File: src/rtl/int2sp_pkg.sv
// Package: shared types and format constants for the integer to
// single-precision converter. Assumes an 8-bit exponent and 23-bit fraction.
package int2sp_pkg;
    localparam int SP_MAN_W = 23;
    localparam int SP_EXP_W = 8;
    localparam int SP_BIAS  = 127;
    localparam int SP_SIG_W = SP_MAN_W + 1;
    localparam int SP_W     = 1 + SP_EXP_W + SP_MAN_W;

    typedef enum logic [1:0] {
        RND_NEAREST = 2'b00,
        RND_DOWN    = 2'b01,
        RND_UP      = 2'b10,
        RND_ZERO    = 2'b11
    } rnd_mode_e;

    // Normalised operand before rounding
    typedef struct packed {
        logic                sign;
        logic                zero;
        logic [SP_EXP_W-1:0] exp;
        logic [SP_SIG_W-1:0] sig;
        logic                guard;
        logic                rnd;
        logic                sticky;
    } norm_t;
endpackage

File: src/rtl/int2sp_lzc.sv
// Leading-zero counter: returns the number of zero bits above the highest
// set bit of vec, or W when vec is zero. Purely combinational.
module int2sp_lzc #(
    parameter int W     = 64,
    parameter int CNT_W = $clog2(W + 1)
) (
    input  logic [W-1:0]     vec,
    output logic [CNT_W-1:0] cnt
);
    // Scan upward so the highest set bit decides the count
    always_comb begin
        cnt = CNT_W'(W);
        for (int i = 0; i < W; i++) begin
            if (vec[i]) cnt = CNT_W'(W - 1 - i);
        end
    end
endmodule

File: src/rtl/int2sp_norm.sv
// Normaliser: picks the source width, forms sign and magnitude, and shifts
// the magnitude so its top set bit sits at the MSB. It then extracts the
// 24-bit significand plus guard, round and sticky bits.
// Assumes the biased exponent of INT_W-1 fits in SP_EXP_W bits.
module int2sp_norm
    import int2sp_pkg::*;
#(
    parameter int INT_W    = 64,
    parameter int NARROW_W = 32
) (
    input  logic             wide_sel,
    input  logic [INT_W-1:0] int_src,
    output norm_t            norm
);
    localparam int CNT_W   = $clog2(INT_W + 1);
    localparam int EXP_TOP = SP_BIAS + INT_W - 1;
    localparam int G_POS   = INT_W - SP_SIG_W - 1;

    logic [INT_W-1:0] ext;
    logic [INT_W-1:0] mag;
    logic [INT_W-1:0] shifted;
    logic [CNT_W-1:0] lz;

    // Width selection: sign-extend the narrow operand when one exists
    generate
        if (INT_W > NARROW_W) begin : g_sel
            always_comb ext = wide_sel ? int_src
                : {{(INT_W-NARROW_W){int_src[NARROW_W-1]}}, int_src[NARROW_W-1:0]};
        end else begin : g_fixed
            always_comb ext = int_src;
        end
    endgenerate

    // Magnitude; the most negative value wraps to itself, which is correct unsigned
    always_comb mag = ext[INT_W-1] ? (~ext + INT_W'(1)) : ext;

    int2sp_lzc #(.W(INT_W), .CNT_W(CNT_W)) u_lzc (
        .vec (mag),
        .cnt (lz)
    );

    // Shift, slice significand and collect the bits below it
    always_comb begin
        shifted     = mag << lz;
        norm.sign   = ext[INT_W-1];
        norm.zero   = (mag == '0);
        norm.exp    = SP_EXP_W'(EXP_TOP - int'(lz));
        norm.sig    = shifted[INT_W-1 -: SP_SIG_W];
        norm.guard  = shifted[G_POS];
        norm.rnd    = shifted[G_POS-1];
        norm.sticky = |shifted[G_POS-2:0];
    end
endmodule

File: src/rtl/int2sp_round.sv
// Rounding unit: applies the selected rounding mode to the normalised
// significand, handles the carry out of the significand, and packs the
// single-precision word. Assumes the exponent cannot overflow.
module int2sp_round
    import int2sp_pkg::*;
(
    input  norm_t           norm,
    input  logic [1:0]      rmode,
    output logic [SP_W-1:0] result,
    output logic            inexact
);
    logic                  inc;
    logic                  carry;
    logic [SP_SIG_W:0]     sum;
    logic [SP_MAN_W-1:0]   frac;
    logic [SP_EXP_W-1:0]   exp_o;
    rnd_mode_e             mode;

    // Increment decision per rounding mode
    always_comb begin
        mode    = rnd_mode_e'(rmode);
        inexact = norm.guard | norm.rnd | norm.sticky;
        unique case (mode)
            RND_NEAREST: inc = norm.guard & (norm.rnd | norm.sticky | norm.sig[0]);
            RND_DOWN:    inc = norm.sign & inexact;
            RND_UP:      inc = ~norm.sign & inexact;
            default:     inc = 1'b0;
        endcase
    end

    // Add, renormalise on carry, and pack
    always_comb begin
        sum    = {1'b0, norm.sig} + {{SP_SIG_W{1'b0}}, inc};
        carry  = sum[SP_SIG_W];
        frac   = carry ? sum[SP_MAN_W:1] : sum[SP_MAN_W-1:0];
        exp_o  = norm.exp + {{(SP_EXP_W-1){1'b0}}, carry};
        result = norm.zero ? '0 : {norm.sign, exp_o, frac};
    end
endmodule

File: src/rtl/int2sp_merge.sv
// Top: converts a signed integer (32- or 64-bit) to single precision and
// merges it into the low lane of a vector image. Output stage is registered
// with a one-cycle valid pulse. Keeps a sticky precision flag, and returns
// the old image with a fault pulse when an inexact result is unmasked.
// Reset is synchronous, active low.
module int2sp_merge
    import int2sp_pkg::*;
#(
    parameter int INT_W    = 64,
    parameter int NARROW_W = 32,
    parameter int VEC_W    = 128
) (
    input  logic             clk,
    input  logic             rst_n,
    input  logic             in_valid,
    input  logic             wide_sel,
    input  logic [INT_W-1:0] int_src,
    input  logic [VEC_W-1:0] dest_in,
    input  logic [1:0]       rmode,
    input  logic             prec_mask,
    input  logic             flag_clr,
    output logic             out_valid,
    output logic [VEC_W-1:0] out_vec,
    output logic             out_fault,
    output logic             prec_flag
);
    norm_t           norm;
    logic [SP_W-1:0] result;
    logic            inexact;
    logic            trap;
    logic [VEC_W-1:0] merged;

    int2sp_norm #(.INT_W(INT_W), .NARROW_W(NARROW_W)) u_norm (
        .wide_sel (wide_sel),
        .int_src  (int_src),
        .norm     (norm)
    );

    int2sp_round u_round (
        .norm    (norm),
        .rmode   (rmode),
        .result  (result),
        .inexact (inexact)
    );

    // Lane merge, or pass the old image through on an unmasked exception
    always_comb begin
        trap   = inexact & ~prec_mask;
        merged = trap ? dest_in : {dest_in[VEC_W-1:SP_W], result};
    end

    // Result register and valid/fault pulses
    always_ff @(posedge clk) begin
        if (!rst_n) begin
            out_valid <= 1'b0;
            out_fault <= 1'b0;
            out_vec   <= '0;
        end else begin
            out_valid <= in_valid;
            out_fault <= in_valid & trap;
            if (in_valid) out_vec <= merged;
        end
    end

    // Sticky precision flag; a new event outranks a clear
    always_ff @(posedge clk) begin
        if (!rst_n) prec_flag <= 1'b0;
        else        prec_flag <= (prec_flag & ~flag_clr) | (in_valid & inexact);
    end
endmodule

File: config.mk
export PLATFORM = sky130hd
export DESIGN_NAME = int2sp_merge
export DESIGN_NICKNAME = d
export VERILOG_FILES = /design/src/rtl/int2sp_pkg.sv /design/src/rtl/int2sp_lzc.sv /design/src/rtl/int2sp_norm.sv /design/src/rtl/int2sp_round.sv /design/src/rtl/int2sp_merge.sv
export SDC_FILE = /design/constraint.sdc
export NUM_CORES = 1
export LEC_CHECK = 0
export BUFFER_PORTS_ARGS = -buffer_cell sky130_fd_sc_hd__buf_2
export CAP_MARGIN = 10
export CORE_UTILIZATION = 40
export DETAILED_ROUTE_END_ITERATION = 8
export GPL_ROUTABILITY_DRIVEN = 1
export PLACE_DENSITY = 0.59
export SYNTH_ARGS = -nofsm -noshare
export SYNTH_HDL_FRONTEND = slang
export SYNTH_SLANG_ARGS = --single-unit
File: constraint.sdc
create_clock -name clk -period 11.1 [get_ports clk]
set_clock_uncertainty 0.15 [all_clocks]
set_input_delay 0 -clock clk [delete_from_list [all_inputs] [get_ports clk]]
set_output_delay 0 -clock clk [all_outputs]
set_load 0.01 [all_outputs]
======== After elaboration in Yosys (flattened, before gate mapping) ========
Cells that the tools add are included.
word-level totals
  register bits ........................... 131
  input port bits ......................... 200
  output and inout bits ................... 131
  word-level logic and storage cells ...... 100
operators by class
  add/subtract/negate cells ............... 4
  equal/unequal tests ..................... 2
  shift operators ......................... 1
  mux-type cells .......................... 70
  bitwise gates (word level) .............. 16
  reduce and logical (&&, ||, !) cells .... 3
operator list
  cell                   count
  $mux 7                 64
  $mux 64                2
  $add 64x1->64 const B  1
  $logic_not 64->1       1
  $mux 32                2
  $not 64->64            1
  $shl 64x7->64          1
  $reduce_or 38->1       1
  $add 24x1->25          1
  $mux 23                1
  $add 8x1->8            1
  $sub 8x7->8 const A    1
  $and 1x1->1            7
  $or 1x1->1             5
  $not 1->1              3
  $pmux 1 s3             1
  $eq 2x1->1 const B     1
  $eq 2x2->1 const B     1
  $logic_not 2->1        1

======== Logic depth before layout (Yosys ltp) ========
  depth in word-level cells ............... 78
  depth in mapped cells ................... 43

======== Modules after synthesis ========
From an unflattened synthesis, not the netlist that was laid out.
unflattened totals
  cells, all modules ...................... 1893
  area total of the unflattened synthesis .. 14498.9 µm²
by module, submodules not included
  module        instances  cells an instance  area an instance (µm²)  seq. area each (µm²)
  int2sp_norm   1          1102               7139.3                  0.0
  int2sp_merge  1          502                5556.6                  2622.5
  int2sp_round  1          142                943.4                   0.0
  int2sp_lzc    1          147                859.6                   0.0

======== Least setup slack after synthesis ========
OpenSTA, ideal clock, no wires.
  path type ............................... input to register
  from .................................... input port int_src[0]
  to ...................................... register out_vec[27]
  setup time .............................. 0.070 ns
  data arrival time ....................... 6.906 ns
  setup slack ............................. 3.974 ns
  stages .................................. 38
  buffers on the path ..................... 3
  path through ............................ clkbuf_1 -> inv_1 -> ha_1 -> nor2b_1 -> clkbuf_1 -> nand4_1 -> nor3_1 -> a21oi_1 -> nor3_1 -> and4_1 -> nand3_2 -> or4_1 -> buf_2 -> nand2_4 -> mux2_2 -> o21ai_0 -> o21ai_1 -> a221o_1 -> [... 2 more ...] -> a31oi_1 -> nand2b_1 -> o21ai_0 -> a21oi_1 -> ha_1 -> ha_1 -> inv_1 -> nor2_1 -> nand2_1 -> nor2_1 -> nand2_1 -> ha_1 -> nand2_1 -> nor2_1 -> xnor2_1 -> o21ai_0 -> o21ai_0 -> a21oi_1
between the ends
  word-level cells in the longest chain between the ends .. 78
  elaborated cells on any way between the ends .. 85
  classes of those cells .................. add/sub: 4; shift: 1; mux: 69; bitwise: 9; reduce/logical: 2
RTL lines
  item                     RTL line            text
  start: declaration       int2sp_merge.sv:17  input logic [INT_W-1:0] int_src,
  $mux 64 *                int2sp_norm.sv:27   always_comb ext = wide_sel ? int_src
  $not 64->64              int2sp_norm.sv:35   always_comb mag = ext[INT_W-1] ? (~ext + INT_W'(1)) : ext;
  $add 64x1->64            int2sp_norm.sv:35
  $mux 64 *                int2sp_norm.sv:35
  $mux 7 (64 in a row)     int2sp_lzc.sv:14    if (vec[i]) cnt = CNT_W'(W - 1 - i);
  $shl 64x7->64            int2sp_norm.sv:44   shifted = mag << lz;
  $reduce_or 38->1         int2sp_norm.sv:51   norm.sticky = |shifted[G_POS-2:0];
  $or 1x1->1 (2 in a row)  int2sp_round.sv:24  RND_NEAREST: inc = norm.guard & (norm.rnd | norm.sticky | norm.sig[0]);
  $and 1x1->1              int2sp_round.sv:24
  $pmux 1 s3               int2sp_round.sv:23  unique case (mode)
  $add 24x1->25            int2sp_round.sv:33  sum = {1'b0, norm.sig} + {{SP_SIG_W{1'b0}}, inc};
  $add 8x1->8              int2sp_round.sv:36  exp_o = norm.exp + {{(SP_EXP_W-1){1'b0}}, carry};
  $mux 32                  int2sp_round.sv:37  result = norm.zero ? '0 : {norm.sign, exp_o, frac};
  $mux 32 *                int2sp_merge.sv:49  merged = trap ? dest_in : {dest_in[VEC_W-1:SP_W], result};
  end signal: assignment   int2sp_merge.sv:61  if (in_valid) out_vec <= merged;
  end: declaration         int2sp_merge.sv:23  output logic [VEC_W-1:0] out_vec,
Mark *: on every way between the ends. The rest lies on a longest branch, timed or not.
A chain may end at the register's enable or synchronous reset.

======== Worst setup path in the final report ========
  from .................................... input port int_src[0]
  to ...................................... register out_vec[10]
between the ends
  word-level cells in the longest chain between the ends .. 78
  elaborated cells on any way between the ends .. 84
  classes of those cells .................. add/sub: 2; shift: 1; mux: 70; bitwise: 9; reduce/logical: 2
RTL lines
  item                     RTL line            text
  $mux 64 *                int2sp_norm.sv:27
  $not 64->64              int2sp_norm.sv:35
  $add 64x1->64            int2sp_norm.sv:35
  $mux 64 *                int2sp_norm.sv:35
  $mux 7 (64 in a row)     int2sp_lzc.sv:14
  $shl 64x7->64            int2sp_norm.sv:44
  $reduce_or 38->1         int2sp_norm.sv:51
  $or 1x1->1 (2 in a row)  int2sp_round.sv:24
  $and 1x1->1              int2sp_round.sv:24
  $pmux 1 s3               int2sp_round.sv:23
  $add 24x1->25            int2sp_round.sv:33
  $mux 23                  int2sp_round.sv:35  frac = carry ? sum[SP_MAN_W:1] : sum[SP_MAN_W-1:0];
  $mux 32                  int2sp_round.sv:37
  $mux 32 *                int2sp_merge.sv:49
Marks and branches as above.

==> run_summary.xml <==
<?xml version="1.0" encoding="UTF-8"?>
<metrics>
  <group name="routing">
    <metric name="met3RoutedLength" unit="mm">5.732</metric>
    <metric name="ant_nets" unit="">0</metric>
    <metric name="vias" unit="">19061</metric>
    <metric name="drt-pass1-iter-count" unit="">7</metric>
    <metric name="topRoutingLayerUsed" unit="">met4</metric>
    <metric name="routed-wl-met2" unit="mm">33.08</metric>
    <metric name="wirelength" unit="mm">72.67</metric>
    <metric name="routed_via_density" unit="">6.401</metric>
    <metric name="wl_met1" unit="mm">31.16</metric>
    <metric name="drc" unit="">0</metric>
    <metric name="drtIter0Drc" unit="">1950</metric>
    <metric name="drt-wirelength-per-cell" unit="um">24.40</metric>
  </group>
  <group name="final_layout">
    <metric name="post_route_cells_drive_above_1_share" unit="">0.2124</metric>
    <metric name="fin_util" unit="">0.5065</metric>
    <metric name="nets_final" unit="">2663</metric>
    <metric name="areaGrowthSynthToFinish" unit="%">23.52</metric>
    <metric name="num_antenna_cells" unit="">0</metric>
  </group>
  <group name="worst_setup_path">
    <metric name="cp-end-kind" unit="">register</metric>
    <metric name="data_arrival_time_at_the_worst_slack_endpoint" unit="ns">9.67</metric>
    <metric name="worstPathRequired" unit="ns">11.30</metric>
    <metric name="crit_fanout" unit="">13</metric>
    <metric name="critPathLaunchType" unit="">primary input</metric>
    <metric name="timing_worst_setup_path_type" unit="">primary input to register</metric>
    <metric name="slowest_delay" unit="ns">0.69</metric>
    <metric name="crit_slowest_cell" unit="">sky130_fd_sc_hd__nor4_4</metric>
  </group>
  <group name="grt">
    <metric name="grt_first_pass_wirelength" unit="mm">108.2</metric>
    <metric name="grt_start_max_net_pins" unit="">131</metric>
    <metric name="groute.usage.overall" unit="">0.3531</metric>
    <metric name="gr-total-overflow" unit="">0</metric>
    <metric name="grt_antenna_before_repair" unit="">0</metric>
    <metric name="grt_pass1_vias" unit="">17910</metric>
  </group>
  <group name="power_and_ir_drop">
    <metric name="post-layout-total-power" unit="mW">2.488</metric>
    <metric name="pwr_density_cell" unit="mW/mm^2">129.5</metric>
    <metric name="power.static_leakage" unit="nW">7.823</metric>
    <metric name="vdd_drop_max" unit="mV">0.09922</metric>
  </group>
  <group name="synthesis">
    <metric name="syn_area" unit="mm^2">0.01555</metric>
    <metric name="synth.largest_area_cell" unit="">sky130_fd_sc_hd__dfxtp_1</metric>
    <metric name="yosysSeqAreaShare" unit="">0.1686</metric>
    <metric name="synthCells" unit="">2111</metric>
    <metric name="synth_flop_cell" unit="">sky130_fd_sc_hd__dfxtp_1</metric>
    <metric name="synth-edff-count" unit="">0</metric>
    <metric name="post_synth_most_frequent_cells" unit="">171 x sky130_fd_sc_hd__nor2_1, 168 x sky130_fd_sc_hd__nand2_1, 163 x sky130_fd_sc_hd__mux2i_1, 131 x sky130_fd_sc_hd__dfxtp_1</metric>
    <metric name="synth_area_per_cell" unit="um^2">7.368</metric>
    <metric name="synth_seq_cells" unit="">131</metric>
    <metric name="yosysWarningCount" unit="">0</metric>
    <metric name="synth.top_cells.by_area" unit="">sky130_fd_sc_hd__dfxtp_1 17%, sky130_fd_sc_hd__mux2i_1 10%, sky130_fd_sc_hd__nor2b_1 4.4%</metric>
    <metric name="synthArstFlopShare" unit="">0</metric>
    <metric name="yosys.cell_types.count" unit="">115</metric>
    <metric name="synth.most_common_cell" unit="">sky130_fd_sc_hd__nor2_1</metric>
    <metric name="synth.top_cell.area_share" unit="">0.1686</metric>
    <metric name="postSynthNetCount" unit="">2320</metric>
  </group>
  <group name="die">
    <metric name="die_y" unit="um">199.2</metric>
    <metric name="floorplan.rows" unit="">71</metric>
    <metric name="coreArea" unit="mm^2">0.03793</metric>
    <metric name="die_w" unit="um">199.2</metric>
    <metric name="die_area" unit="mm^2">0.03968</metric>
    <metric name="start_util" unit="">0.4100</metric>
    <metric name="pin_count" unit="">331</metric>
  </group>
  <group name="sta">
    <metric name="layout_worst_path_cycle_share" unit="">0.8536</metric>
    <metric name="hold_ws" unit="ns">0.1036</metric>
    <metric name="timing.setup.tns" unit="ns">0</metric>
    <metric name="hold_violations" unit="">0</metric>
    <metric name="fin_crit" unit="ns">9.475</metric>
    <metric name="number_of_endpoints_failing_setup_at_the_final_stage" unit="">0</metric>
    <metric name="timing.final.max_slew_violations" unit="">0</metric>
    <metric name="clock.fmax" unit="MHz">105.5</metric>
    <metric name="grt_setup_unrepaired" unit="">no</metric>
    <metric name="slew_headroom" unit="">0.1216</metric>
    <metric name="max_slew.worst_pin.slew" unit="ns">1.312</metric>
  </group>
  <group name="clock_network">
    <metric name="worst_skew_pair_later_pin_latency" unit="ns">0.42</metric>
    <metric name="buffer_count_from_post_cts_setup_fixing" unit="">0</metric>
    <metric name="cts.reportedPaths.clkPinSlew" unit="ns">0.07</metric>
    <metric name="cts-root-buf" unit="">sky130_fd_sc_hd__clkbuf_16</metric>
    <metric name="cts-buffers-inserted" unit="">17</metric>
    <metric name="cts_max_path_buffers" unit="">2</metric>
    <metric name="cts.sink_count" unit="">131</metric>
    <metric name="tritoncts_clock_tree" unit="">yes</metric>
    <metric name="post_cts_resized" unit="">0</metric>
    <metric name="cts.htree.levels" unit="">4</metric>
  </group>
  <group name="placed_design">
    <metric name="buffer_ports.inserted" unit="">330</metric>
    <metric name="place.detailed.hpwl" unit="mm">54.12</metric>
    <metric name="globalplace.congestion" unit="">1.002</metric>
  </group>
  <group name="run">
    <metric name="max-cap-violations" unit="">0</metric>
  </group>
  <group name="outcome">
    <metric name="run_status" unit="">finished, final reports clean</metric>
  </group>
  <group name="worst_hold_path">
    <metric name="worstHoldPathType" unit="">primary input to register</metric>
  </group>
</metrics>
-- registers in the layout, summed over array words and instances (netlist names) --
signal     flops
out_valid      1
prec_flag      1
out_fault      1
out_vec      128
-- where the power goes --
group          switching [mW]  internal [mW]  leakage (nW)
registers              0.0172          0.503          1.08
logic                   0.924          0.474          6.45
clock network           0.250          0.319         0.288
total                    1.19           1.30          7.82
-- what timing repair did --
action | in CTS | in global routing
setup endpoints to repair | 0 | 0
hold buffers | 129 | 0
hold endpoints to repair | 129 | 0
-- critical path: cells and delay by family --
family	cells	cell delay (ns)
AND/OR/NAND/NOR	14	4.69
AO/OA/AOI/OAI	10	2.81
multiplexers	1	0.68
adder cells (fa/ha/maj)	3	0.74
buffers and inverters	4	0.72
-- cells in the final DEF (no fill, tap or decap), types with 30 or more instances in the layout --
cell type,count
sky130_fd_sc_hd__buf_2,329
sky130_fd_sc_hd__nor2_1,171
sky130_fd_sc_hd__nand2_1,168
sky130_fd_sc_hd__mux2i_1,162
sky130_fd_sc_hd__dfxtp_1,131
sky130_fd_sc_hd__dlygate4sd3_1,129
sky130_fd_sc_hd__nor2b_1,109
sky130_fd_sc_hd__o21ai_0,109
sky130_fd_sc_hd__a21oi_1,106
sky130_fd_sc_hd__nor3_1,85
sky130_fd_sc_hd__nand3_1,71
sky130_fd_sc_hd__o22ai_1,48
sky130_fd_sc_hd__o21ai_1,45
sky130_fd_sc_hd__xnor2_1,44
sky130_fd_sc_hd__a31oi_1,37
sky130_fd_sc_hd__o211ai_1,37
sky130_fd_sc_hd__buf_4,37
sky130_fd_sc_hd__xor2_1,36
sky130_fd_sc_hd__nand4_1,32
sky130_fd_sc_hd__inv_1,31
sky130_fd_sc_hd__mux2_2,30
-- path summary, 6_finish.rpt --
kind / startpoint / to / slack, ns / depth (start not counted)
max reg2reg: out_vec[20] / out_vec[20] / 10.11 / 4
min reg2reg: out_vec[12] / out_vec[12] / 0.32 / 2
max: int_src[0] / out_vec[10] / 1.63 / 32
min: in_valid / out_vec[7] / 0.10 / 2
-- final cells by class --
| cell class | instances | area [um^2] |
|---|---|---|
| clock buffer | 17 | 425.4 |
| clock inverter | 15 | 162.7 |
| fill | 3740 | 18720 |
| inverter | 34 | 130.1 |
| multi-input combinational | 1774 | 12010 |
| sequential | 131 | 2623 |
| tap | 511 | 639.4 |
| timing repair buffer | 496 | 3227 |
-- through the flow --
stage,cells,worst slack [ns],area (um^2)
after floorplan,2111,3.974,15550
after global placement,2817,1.469,17330
after detailed placement,2817,1.515,17330
after CTS,2978,1.961,19210
after global routing,2978,1.135,19210
final,2978,1.625,19210
-- cells by family (layout without fill, tap and decap cells) --
group / after synthesis / in the layout / synth area share
AND/OR/NAND/NOR: 843 / 843 / 0.2948
AO/OA/AOI/OAI: 643 / 643 / 0.2898
buffers and inverters: 206 / 562 / 0.06218
multiplexers: 197 / 197 / 0.1302
flip-flops: 131 / 131 / 0.1686
XOR/XNOR: 82 / 82 / 0.04714
adder cells (fa/ha/maj): 9 / 9 / 0.007240
-- metal layers --
metal / GRT usage / vias up
met4: 0.1376 / 0
met3: 0.05924 / 178
met1: 0.4644 / 9226
met2: 0.5717 / 976
li1: - / 8681
met5: 0 / -
(Power assumes the default switching activity.)
